`src/rtl/alarm_io_pkg.sv`:
```
package alarm_io_pkg;

    localparam int unsigned IO_AW = 6;
    localparam int unsigned IO_DW = 8;
    localparam int unsigned HHMM_W = 2 * IO_DW;

    // I/O map; the processor firmware depends on these values
    localparam logic [IO_AW-1:0] A_ALM_MIN  = IO_AW'(6'h18);
    localparam logic [IO_AW-1:0] A_ALM_HR   = IO_AW'(6'h17);
    localparam logic [IO_AW-1:0] A_NOW_HR   = IO_AW'(6'h05);
    localparam logic [IO_AW-1:0] A_NOW_MIN  = IO_AW'(6'h04);
    localparam logic [IO_AW-1:0] A_SWITCH   = IO_AW'(6'h19);
    localparam logic [IO_AW-1:0] A_AUXPORT  = IO_AW'(6'h16);
    localparam logic [IO_AW-1:0] A_LEDREG   = IO_AW'(6'h1B);

    localparam logic [IO_DW-1:0] RD_FILL    = IO_DW'(8'hAA);

    typedef enum logic [1:0] {
        ST_OFF   = 2'd0,
        ST_ARMED = 2'd1,
        ST_RING  = 2'd2
    } alm_state_e;

    typedef struct packed {
        logic [IO_DW-1:0] hr;
        logic [IO_DW-1:0] mn;
    } hhmm_t;

    function automatic alm_state_e alm_next(alm_state_e cur, logic key, logic hit);
        alm_state_e nxt;
        nxt = cur;
        unique case (cur)
            ST_OFF:   if (key) nxt = ST_ARMED;
            ST_ARMED: if (!key) nxt = ST_OFF;
                      else if (hit) nxt = ST_RING;
            ST_RING:  if (!key) nxt = ST_OFF;
            default:  nxt = ST_OFF;
        endcase
        return nxt;
    endfunction

endpackage

```
`src/rtl/alarm_io_wrregs.sv`:
```
module alarm_io_wrregs
    import alarm_io_pkg::*;
#(
    parameter int unsigned AW = IO_AW,
    parameter int unsigned DW = IO_DW
) (
    input  logic          clk,
    input  logic          rst,
    input  logic          wr,
    input  logic [AW-1:0] addr,
    input  logic [DW-1:0] wdata,
    output hhmm_t         alarm_q,
    output logic [DW-1:0] led_q
);
    localparam int unsigned NLANE = 2;

    logic [DW-1:0] lane_q [NLANE];

    // lane 0 = minutes, lane 1 = hours
    for (genvar g = 0; g < NLANE; g++) begin : g_lane
        localparam logic [AW-1:0] LANE_ADDR = (g == 0) ? A_ALM_MIN : A_ALM_HR;
        always_ff @(posedge clk) begin
            if (rst) begin
                lane_q[g] <= '0;
            end else if (wr && addr == LANE_ADDR) begin
                lane_q[g] <= wdata;
            end
        end
    end

    assign alarm_q.mn = lane_q[0];
    assign alarm_q.hr = lane_q[1];

    always_ff @(posedge clk) begin
        if (rst) begin
            led_q <= '0;
        end else if (wr && addr == A_LEDREG) begin
            led_q <= wdata;
        end
    end

endmodule

```
`src/rtl/alarm_io_rdmux.sv`:
```
module alarm_io_rdmux
    import alarm_io_pkg::*;
#(
    parameter int unsigned AW = IO_AW,
    parameter int unsigned DW = IO_DW
) (
    input  logic          rd,
    input  logic [AW-1:0] addr,
    input  logic [DW-1:0] sw_in,
    input  logic [DW-1:0] aux_in,
    input  hhmm_t         now,
    output logic [DW-1:0] rdata
);
    always_comb begin
        rdata = '0;
        if (rd) begin
            unique case (addr)
                A_SWITCH:  rdata = sw_in;
                A_AUXPORT: rdata = aux_in;
                A_NOW_HR:  rdata = now.hr;
                A_NOW_MIN: rdata = now.mn;
                default:   rdata = RD_FILL;
            endcase
        end
    end

endmodule

```
`src/rtl/alarm_io_seq.sv`:
```
module alarm_io_seq
    import alarm_io_pkg::*;
(
    input  logic  clk,
    input  logic  rst,
    input  logic  tick_en,
    input  logic  arm_key,
    input  hhmm_t alarm,
    input  hhmm_t now,
    output logic  ring
);
    alm_state_e state_q;
    logic       hit;

    // full-width compare, evaluated every clock
    assign hit = (alarm == now);

    always_ff @(posedge clk) begin
        if (rst) begin
            state_q <= ST_OFF;
        end else if (tick_en) begin
            state_q <= alm_next(state_q, arm_key, hit);
        end
    end

    assign ring = (state_q == ST_RING);

endmodule

```
`src/rtl/alarm_io_periph.sv`:
```
module alarm_io_periph
    import alarm_io_pkg::*;
#(
    parameter int unsigned AW = IO_AW,
    parameter int unsigned DW = IO_DW,
    localparam int unsigned TW = 2 * DW
) (
    input  logic          clk,
    input  logic          rst,
    input  logic [AW-1:0] io_addr,
    input  logic [DW-1:0] io_wdata,
    input  logic          io_wr,
    input  logic          io_rd,
    output logic [DW-1:0] io_rdata,
    input  logic [DW-1:0] sw_in,
    input  logic [DW-1:0] aux_in,
    input  logic [TW-1:0] time_now,
    input  logic          arm_key,
    input  logic          tick_en,
    output logic [DW-1:0] led_out,
    output logic          ring
);
    hhmm_t         alarm_q;
    hhmm_t         now_s;
    logic [DW-1:0] led_q;

    assign now_s = hhmm_t'(time_now);

    alarm_io_wrregs #(.AW(AW), .DW(DW)) u_wr (
        .clk     (clk),
        .rst     (rst),
        .wr      (io_wr),
        .addr    (io_addr),
        .wdata   (io_wdata),
        .alarm_q (alarm_q),
        .led_q   (led_q)
    );

    alarm_io_rdmux #(.AW(AW), .DW(DW)) u_rd (
        .rd     (io_rd),
        .addr   (io_addr),
        .sw_in  (sw_in),
        .aux_in (aux_in),
        .now    (now_s),
        .rdata  (io_rdata)
    );

    alarm_io_seq u_seq (
        .clk     (clk),
        .rst     (rst),
        .tick_en (tick_en),
        .arm_key (arm_key),
        .alarm   (alarm_q),
        .now     (now_s),
        .ring    (ring)
    );

    assign led_out = ring ? '1 : led_q;

endmodule

```
`config.mk`:
```
export PLATFORM = sky130hd
export DESIGN_NAME = alarm_io_periph
export DESIGN_NICKNAME = d
export VERILOG_FILES = /design/src/rtl/alarm_io_pkg.sv /design/src/rtl/alarm_io_wrregs.sv /design/src/rtl/alarm_io_rdmux.sv /design/src/rtl/alarm_io_seq.sv /design/src/rtl/alarm_io_periph.sv
export SDC_FILE = /design/constraint.sdc
export NUM_CORES = 1
export LEC_CHECK = 0
export ABC_AREA = 1
export BUFFER_PORTS_ARGS = -buffer_cell sky130_fd_sc_hd__buf_4
export CAP_MARGIN = 20
export CELL_PAD_IN_SITES_DETAIL_PLACEMENT = 0
export CELL_PAD_IN_SITES_GLOBAL_PLACEMENT = 1
export CORE_ASPECT_RATIO = 0.6
export CORE_UTILIZATION = 34
export CTS_BUF_LIST = sky130_fd_sc_hd__clkbuf_4
export DETAILED_ROUTE_END_ITERATION = 8
export HOLD_SLACK_MARGIN = 0.02
export PLACE_DENSITY = 0.89
export SYNTH_ARGS = -nofsm -noshare
export SYNTH_HDL_FRONTEND = slang
export SYNTH_SLANG_ARGS = --single-unit
```
`constraint.sdc`:
```
create_clock -name clk -period 1.6 [get_ports clk]
set_clock_uncertainty 0.2 [all_clocks]
set_input_delay 0.16 -clock clk [delete_from_list [all_inputs] [get_ports clk]]
set_output_delay 0.16 -clock clk [all_outputs]
set_load 0.005 [all_outputs]
```
==> results.md, run 1 <==
* Clock-pin slew of the registers on the worst-case setup and hold paths at 140 ps
* Sequential area share after synthesis at 39.2%
* DRC viols at 0
* Final Worst Setup Slack at -39.2 ps
* Failing checks: negative setup slack
* Cell Pwr Density at 518 mW/mm^2
* Max transition margin at 76.6%
* Worst endpoint data arrival time at 1280 ps
* Vias in the first global route at 1676
* Drt pass-1 iters at 4
* RSZ-0062 raised after global routing: true
* Post-Synth Adder-Cell Area at 0%
* Mapped Nets at 308
* Overflow after GRT at 0
* PortBufs at 68
* TritonCTS clock tree: yes
* F_max at 610 MHz
* Commonest non-fill, non-tap cell in the layout: buf_4
* Worst path bufs/invs at 3
* Die X-Extent at 94.2 microns
* Synthesis-to-finish area growth at 56.1%
* Initial antenna violation count at 0
* CTS root buf: clkbuf_4
* CP max stage delay at 360 ps
* Crit path time final at 1640 ps
* First DRT Iteration DRCs at 82
* Routed vias at 1873
* Max-Cap Viols at 0
* Placed cell areas at 0.00237 sq mm
* Commonest non-fill, non-tap cells in the layout: buf_4, nand2_1, nor2_1, inv_1, edfxtp_1
* Post-route ant nets at 0
* Clock buffer depth at 2
* Slowest cell on crit path: dfxtp_2
* Top Family by Delay on Critical Path: flip-flops
* Worst-skew pair later-pin latency at 320 ps
* Final Hold Vio Count at 0
* Diode count at 0
* Critical-path cell list: inv_2 -> nand2_4 -> clkinvlp_4 -> or2_4 -> buf_6
* CP endpoint kind: primary output
* Seq cells post-synth at 26
* Combinational family with the most area after synthesis: simple AND/OR/NAND/NOR gates
* Starting density of the core at 36.7%
* Clk sink count at 26
* Maximum fanout along the worst path at 4
* Die Outline Area at 0.00540 sq mm
* First-pass GRT wire length at 7.89 mm
* I/O Pins at 69
* Global router's overall resource usage at 18.8%
* Post-route cell area at 0.00271 sq mm
* Synth Warn # at 0
* P_leak at 1.34 nW
* Largest cells by area after synthesis: edfxtp_1, nand2_1, dfxtp_1
* Core area at 0.00473 sq mm
* Status: complete, but fails checks
* Worst setup SP type: flop
* Yosys top cell by area: edfxtp_1
* Avg WL per Cell at 12.4 microns
* Share of post-route cells with drive strength above 1 at 37.6%
* Simple-Gate Fraction of Synth Area at 38.1%
* RD Place Congestion at 0.811
* Hold Crit Class: input pin to flop
* Hold WS at 67.4 ps
* Area fraction of the dominant cell type after synthesis at 27.7%
* Critical path required time at 1240 ps
* Rows at 19
* Fill count at 441
* Crit share post-route at 102%
* Synth Area in Compound Gates at 10.8%
* Pin count of the biggest net entering global routing at 17
* Final Max Tran Viols at 0
* VDD IR-drop max at 276 uV
* Avg Cell Area, Syn at 6.77 sq um
* Place WS at -57.1 ps
* Synth cell types at 26
* Syn Inst Count at 256
* Setup CP Type: flop to primary output
* Mapped Area at 0.00173 sq mm
* Mux cell area share after synthesis at 0%
* H-tree depth at 1
* XOR/XNOR share of the synthesized area at 0%
* Vias/cell at 4.56
* Die height at 57.3 microns
* Post-DP HPWL at 3.79 mm
* Final setup fails at 3
* CTS Buf Count at 3
* Worst slew pin tran at 350 ps
* Layout Nets at 401
* Total wire length at 5.09 mm
* TNS Setup at -113 ps
[report_power, final]
group          switching (mW)  internal (mW)  total, mW
Combinational           0.173          0.193      0.365
Clock                   0.193         0.0915      0.285
Sequential             0.0166          0.737      0.754
Total                   0.382           1.02       1.40
[cells by family (layout without fill, tap and decap cells)]
family          after synthesis  after routing
simple gates                149            149
compound gates               31             31
flops                        26             26
buf+inv                      50            142
[cells in the mapped netlist]
cell type  number
edfxtp_1       16
o21ai_0         9
a22oi_1         2
nand3_2         1
a31oi_1         2
buf_6           2
nand2_2         2
nor3_4          1
nor2_4          1
nor3_2          1
or2_2           8
nand4_4         1
buf_2           1
a41oi_1         6
nand4_1         1
nand2_1        73
inv_2           2
inv_1          44
nor3_1          1
nor2_1         43
nor2_2          2
a21oi_1        11
nand3_1        14
dfxtp_1        10
o211ai_1        1
clkinv_2        1
[stage by stage]
stage | power (mW) | util (%) | instances
floorplan | 0.895 | - | 256
global placement | 1.07 | 50.1 | 392
detailed placement | 1.08 | 50.1 | 392
CTS | 1.38 | 53.6 | 406
global route | 1.48 | 57.2 | 411
finish | 1.40 | 57.2 | 411
[final timing paths]
path	to	slack, ps	start	cells after the start
worst min register to register	u_seq.state_q[1]	320	u_seq.state_q[1]	2
worst max register to register	u_seq.state_q[0]	120	u_wr.lane_q[1][2]	11
worst max-delay path	led_out[1]	-40	u_seq.state_q[0]	5
worst min-delay path	u_seq.state_q[1]	70	arm_key	5
[routing by layer]
layer  track usage, %  share of wire [%]  routed length [microns]  vias to the layer above
li1                 -                  -                        -                      996
met1             29.0                 50                     2550                      790
met2             28.1                 40                     2060                       82
met3             2.40                8.7                      443                        5
met4             3.96               0.67                       34                        0
met5                0                  0                        0                        -
[layout make-up]
cell class	instances	area (sq um)	area share (%)
clock buffer	3	22.5	0.832
timing repair inverter	1	7.51	0.277
tap	63	78.8	2.91
multi-input combinational	180	968	35.8
sequential	26	683	25.2
timing repair buffer	90	754	27.9
inverter	47	189	6.98
clock inverter	1	3.75	0.139
[worst reg2reg max path, stage by stage, from the launching register on]
cell	delay (ps)
edfxtp_1	440
nand2_1	90
nand2_1	50
nor2_1	100
nand2_1	70
nor2_2	100
nand2_1	80
nand2_2	70
nand2_2	50
nand2_1	50
nand2_1	50
nor2_1	80
[registers in the layout (all words and copies together), names as in the netlist]
signal         cells
u_seq.state_q      2
u_wr.lane_q       16
u_wr.led_q         8
[repair_timing]
action                                  4_1_cts  5_1_grt
gates resized for setup                      15       39
cloned                                        0        1
buffers inserted                              0        4
pin swaps                                     0       10
hold endpoints to repair                     25        0
hold buffers                                 10        0
endpoints found under the setup margin       10       34
(Power assumes the default switching activity.)
==> run 2: changes to the inputs <==
- BUFFER_PORTS_ARGS: -buffer_cell sky130_fd_sc_hd__buf_4 -> default
- CORE_UTILIZATION: 34 -> 35
- DONT_BUFFER_PORTS: default -> 1
- PLACE_DENSITY: 0.89 -> 0.73
==> run 2 against run 1 <==
Compared with the run above:
- the flow now finishes without violations
- setup slack gained 91 ps
- sequential power is essentially flat
- largest cell class unchanged
- critical endpoint is now led_out[7]
- first-iteration DRC count rose by 18%
- clock power is essentially flat
- global-route usage is 1.0 points lower
- die area fell by 2.8%
==> results.md, run 2 (same netlist as run 1, synthesis figures left out) <==
* Register Area at 683 sq um (unchanged)
* Max transition margin at 75.2% (-1.4 points)
* Max-Cap Viols at 0 (unchanged)
* Clock buffer depth at 2 (unchanged)
* Worst slew pin tran at 371 ps (+20.9 ps)
* VDD IR-drop max at 515 uV (+86%)
* F_max at 646 MHz (+5.9%)
* Maximum fanout along the worst path at 3 (-1)
* Clock-pin slew of the registers on the worst-case setup and hold paths at 140 ps (about the same)
* Vias in the first global route at 1445 (-14%)
* Placed cell areas at 0.00182 sq mm (-23%)
* Post-DP HPWL at 3.68 mm (-3.1%)
* RD Place Congestion at 0.765 (-5.7%)
* Diode count at 0 (unchanged)
* Largest register FFs at 16 (unchanged)
* Hold Crit Class: input pin to flop
* DRC viols at 0 (unchanged)
* Die X-Extent at 92.9 microns (-1.4%)
* Layout Nets at 329 (-18%)
* Overflow after GRT at 0 (unchanged)
* Die Outline Area at 0.00525 sq mm (-2.8%)
* Cell Pwr Density at 617 mW/mm^2 (+19%)
* CP endpoint kind: primary output
* Post-route ant nets at 0 (unchanged)
* Slowest cell on crit path: dfxtp_2
* Routed vias at 1630 (-13%)
* Drt pass-1 iters at 5 (+1)
* Setup CP Type: flop to primary output
* Largest regs: u_wr.lane_q: 16 flops, u_wr.led_q: 8 flops, u_seq.state_q: 2 flops
* Critical path required time at 1240 ps (about the same)
* Initial antenna violation count at 0 (unchanged)
* Place WS at 120 ps (+178 ps)
* Clk sink count at 26 (unchanged)
* Commonest non-fill, non-tap cells in the layout: nand2_1, nor2_1, inv_1, edfxtp_1, nand3_1
* Worst-skew pair later-pin latency at 320 ps (about the same)
* I/O Pins at 69 (unchanged)
* CTS root buf: clkbuf_4
* CTS Buf Count at 3 (unchanged)
* Vias/cell at 4.81 (+5.5%)
* Synthesis-to-finish area growth at 15.7%
* Worst path bufs/invs at 2 (-1)
* Core area at 0.00466 sq mm (-1.5%)
* Global router's overall resource usage at 17.8% (-1.0 points)
* Top Family by Delay on Critical Path: flip-flops
* PortBufs at 0 (-100%)
* Share of post-route cells with drive strength above 1 at 13.4% (-24 points)
* Final Power at 1.24 mW (-12%)
* First DRT Iteration DRCs at 97 (+18%)
* TritonCTS clock tree: yes
* Worst setup SP type: flop
* Footprint of the multi-input gates at 866 sq um (-11%)
* Rows at 19 (unchanged)
* Critical-path cell list: inv_2 -> nand2_4 -> clkinvlp_4 -> or2_4
* CP max stage delay at 360 ps (about the same)
* Starting density of the core at 37.2% (+0.56 points)
* Avg WL per Cell at 13.5 microns (+9.3%)
* Status: complete, no violations
* Crit share post-route at 96.7% (-5.7 points)
* Final Max Tran Viols at 0 (unchanged)
* Commonest non-fill, non-tap cell in the layout: nand2_1
* Crit path time final at 1550 ps (-91.4 ps)
* RSZ-0062 raised after global routing: true
* P_leak at 0.959 nW (-28%)
* Pin count of the biggest net entering global routing at 17 (unchanged)
* Worst endpoint data arrival time at 1190 ps (-90 ps)
* Most flops, register: u_wr.lane_q
* Fill count at 487 (+10%)
* Total wire length at 4.59 mm (-9.8%)
* Final setup fails at 0 (-3)
* Die height at 56.5 microns (-1.4%)
* Post-route cell area at 0.00201 sq mm (-26%)
* H-tree depth at 1 (unchanged)
* Final Worst Setup Slack at 52.2 ps (+91.4 ps)
* Final Hold Vio Count at 0 (unchanged)
* First-pass GRT wire length at 7.06 mm (-11%)
run 2: cell count changes in the layout (fill, tap and decap cells not counted), sizes merged:
| cell | change |
|---|---|
| dlygate4sd3 | +2 |
| clkinv | +1 |
| inv | -1 |
| buf | -74 |
run 2: power breakdown:
group          leakage (nW)  internal [mW]  switching, mW
Combinational         0.710         0.0805          0.117
Sequential            0.234          0.737         0.0165
Clock                0.0154         0.0915          0.196
run 2: through the flow:
stage | hold WS [ps] | utilization (%) | TNS (ps) | std cells
finish | 40.0 | 43.1 | 0 | 339
global route | 70.7 | 43.1 | -59.8 | 339
CTS | 50.2 | 42.3 | 0 | 337
detailed placement | 31.8 | 39.1 | 0 | 321
global placement | 31.6 | 39.1 | 0 | 321
floorplan | 29.1 | - | 0 | 256
run 2: metal layers:
layer | global-route usage (%) | routed length (microns) | vias up
li1 | - | - | 846
met1 | 28.6 | 2490 | 718
met2 | 24.4 | 1700 | 64
met3 | 3.66 | 369 | 2
met4 | 2.64 | 22 | 0
met5 | 0 | 0 | -
run 2: worst paths after layout:
check / start / end / slack [ps] / cells past startpoint
worst max-delay path: u_seq.state_q[0] / led_out[7] / 50 / 4
worst min-delay path: rst / u_seq.state_q[0] / 40 / 4
worst max register to register: u_wr.lane_q[1][7] / u_seq.state_q[0] / 100 / 11
worst min register to register: u_seq.state_q[1] / u_seq.state_q[1] / 310 / 2
run 2: cell type report:
type                       instances  area share, %
clock buffer                       3           1.12
clock inverter                     1          0.187
inverter                          47           8.98
multi-input combinational        180           43.1
sequential                        26           34.0
tap                               63           3.93
timing repair buffer              18           8.23
timing repair inverter             1          0.374
run 2: repair_timing:
action / in CTS / in global routing
gates cloned: 0 / 1
hold buffers: 12 / 0
endpoints found under the hold margin: 25 / 0
buffers inserted: 0 / 1
pin swaps: 0 / 4
gates resized for setup: 1 / 11
endpoints found under the setup margin: 8 / 10
run 2: tightest hold or removal path: cells and delay by family:
kind                   cells  cell delay (ps)
buffers and inverters      2              280
and+or+nand+nor            2               90
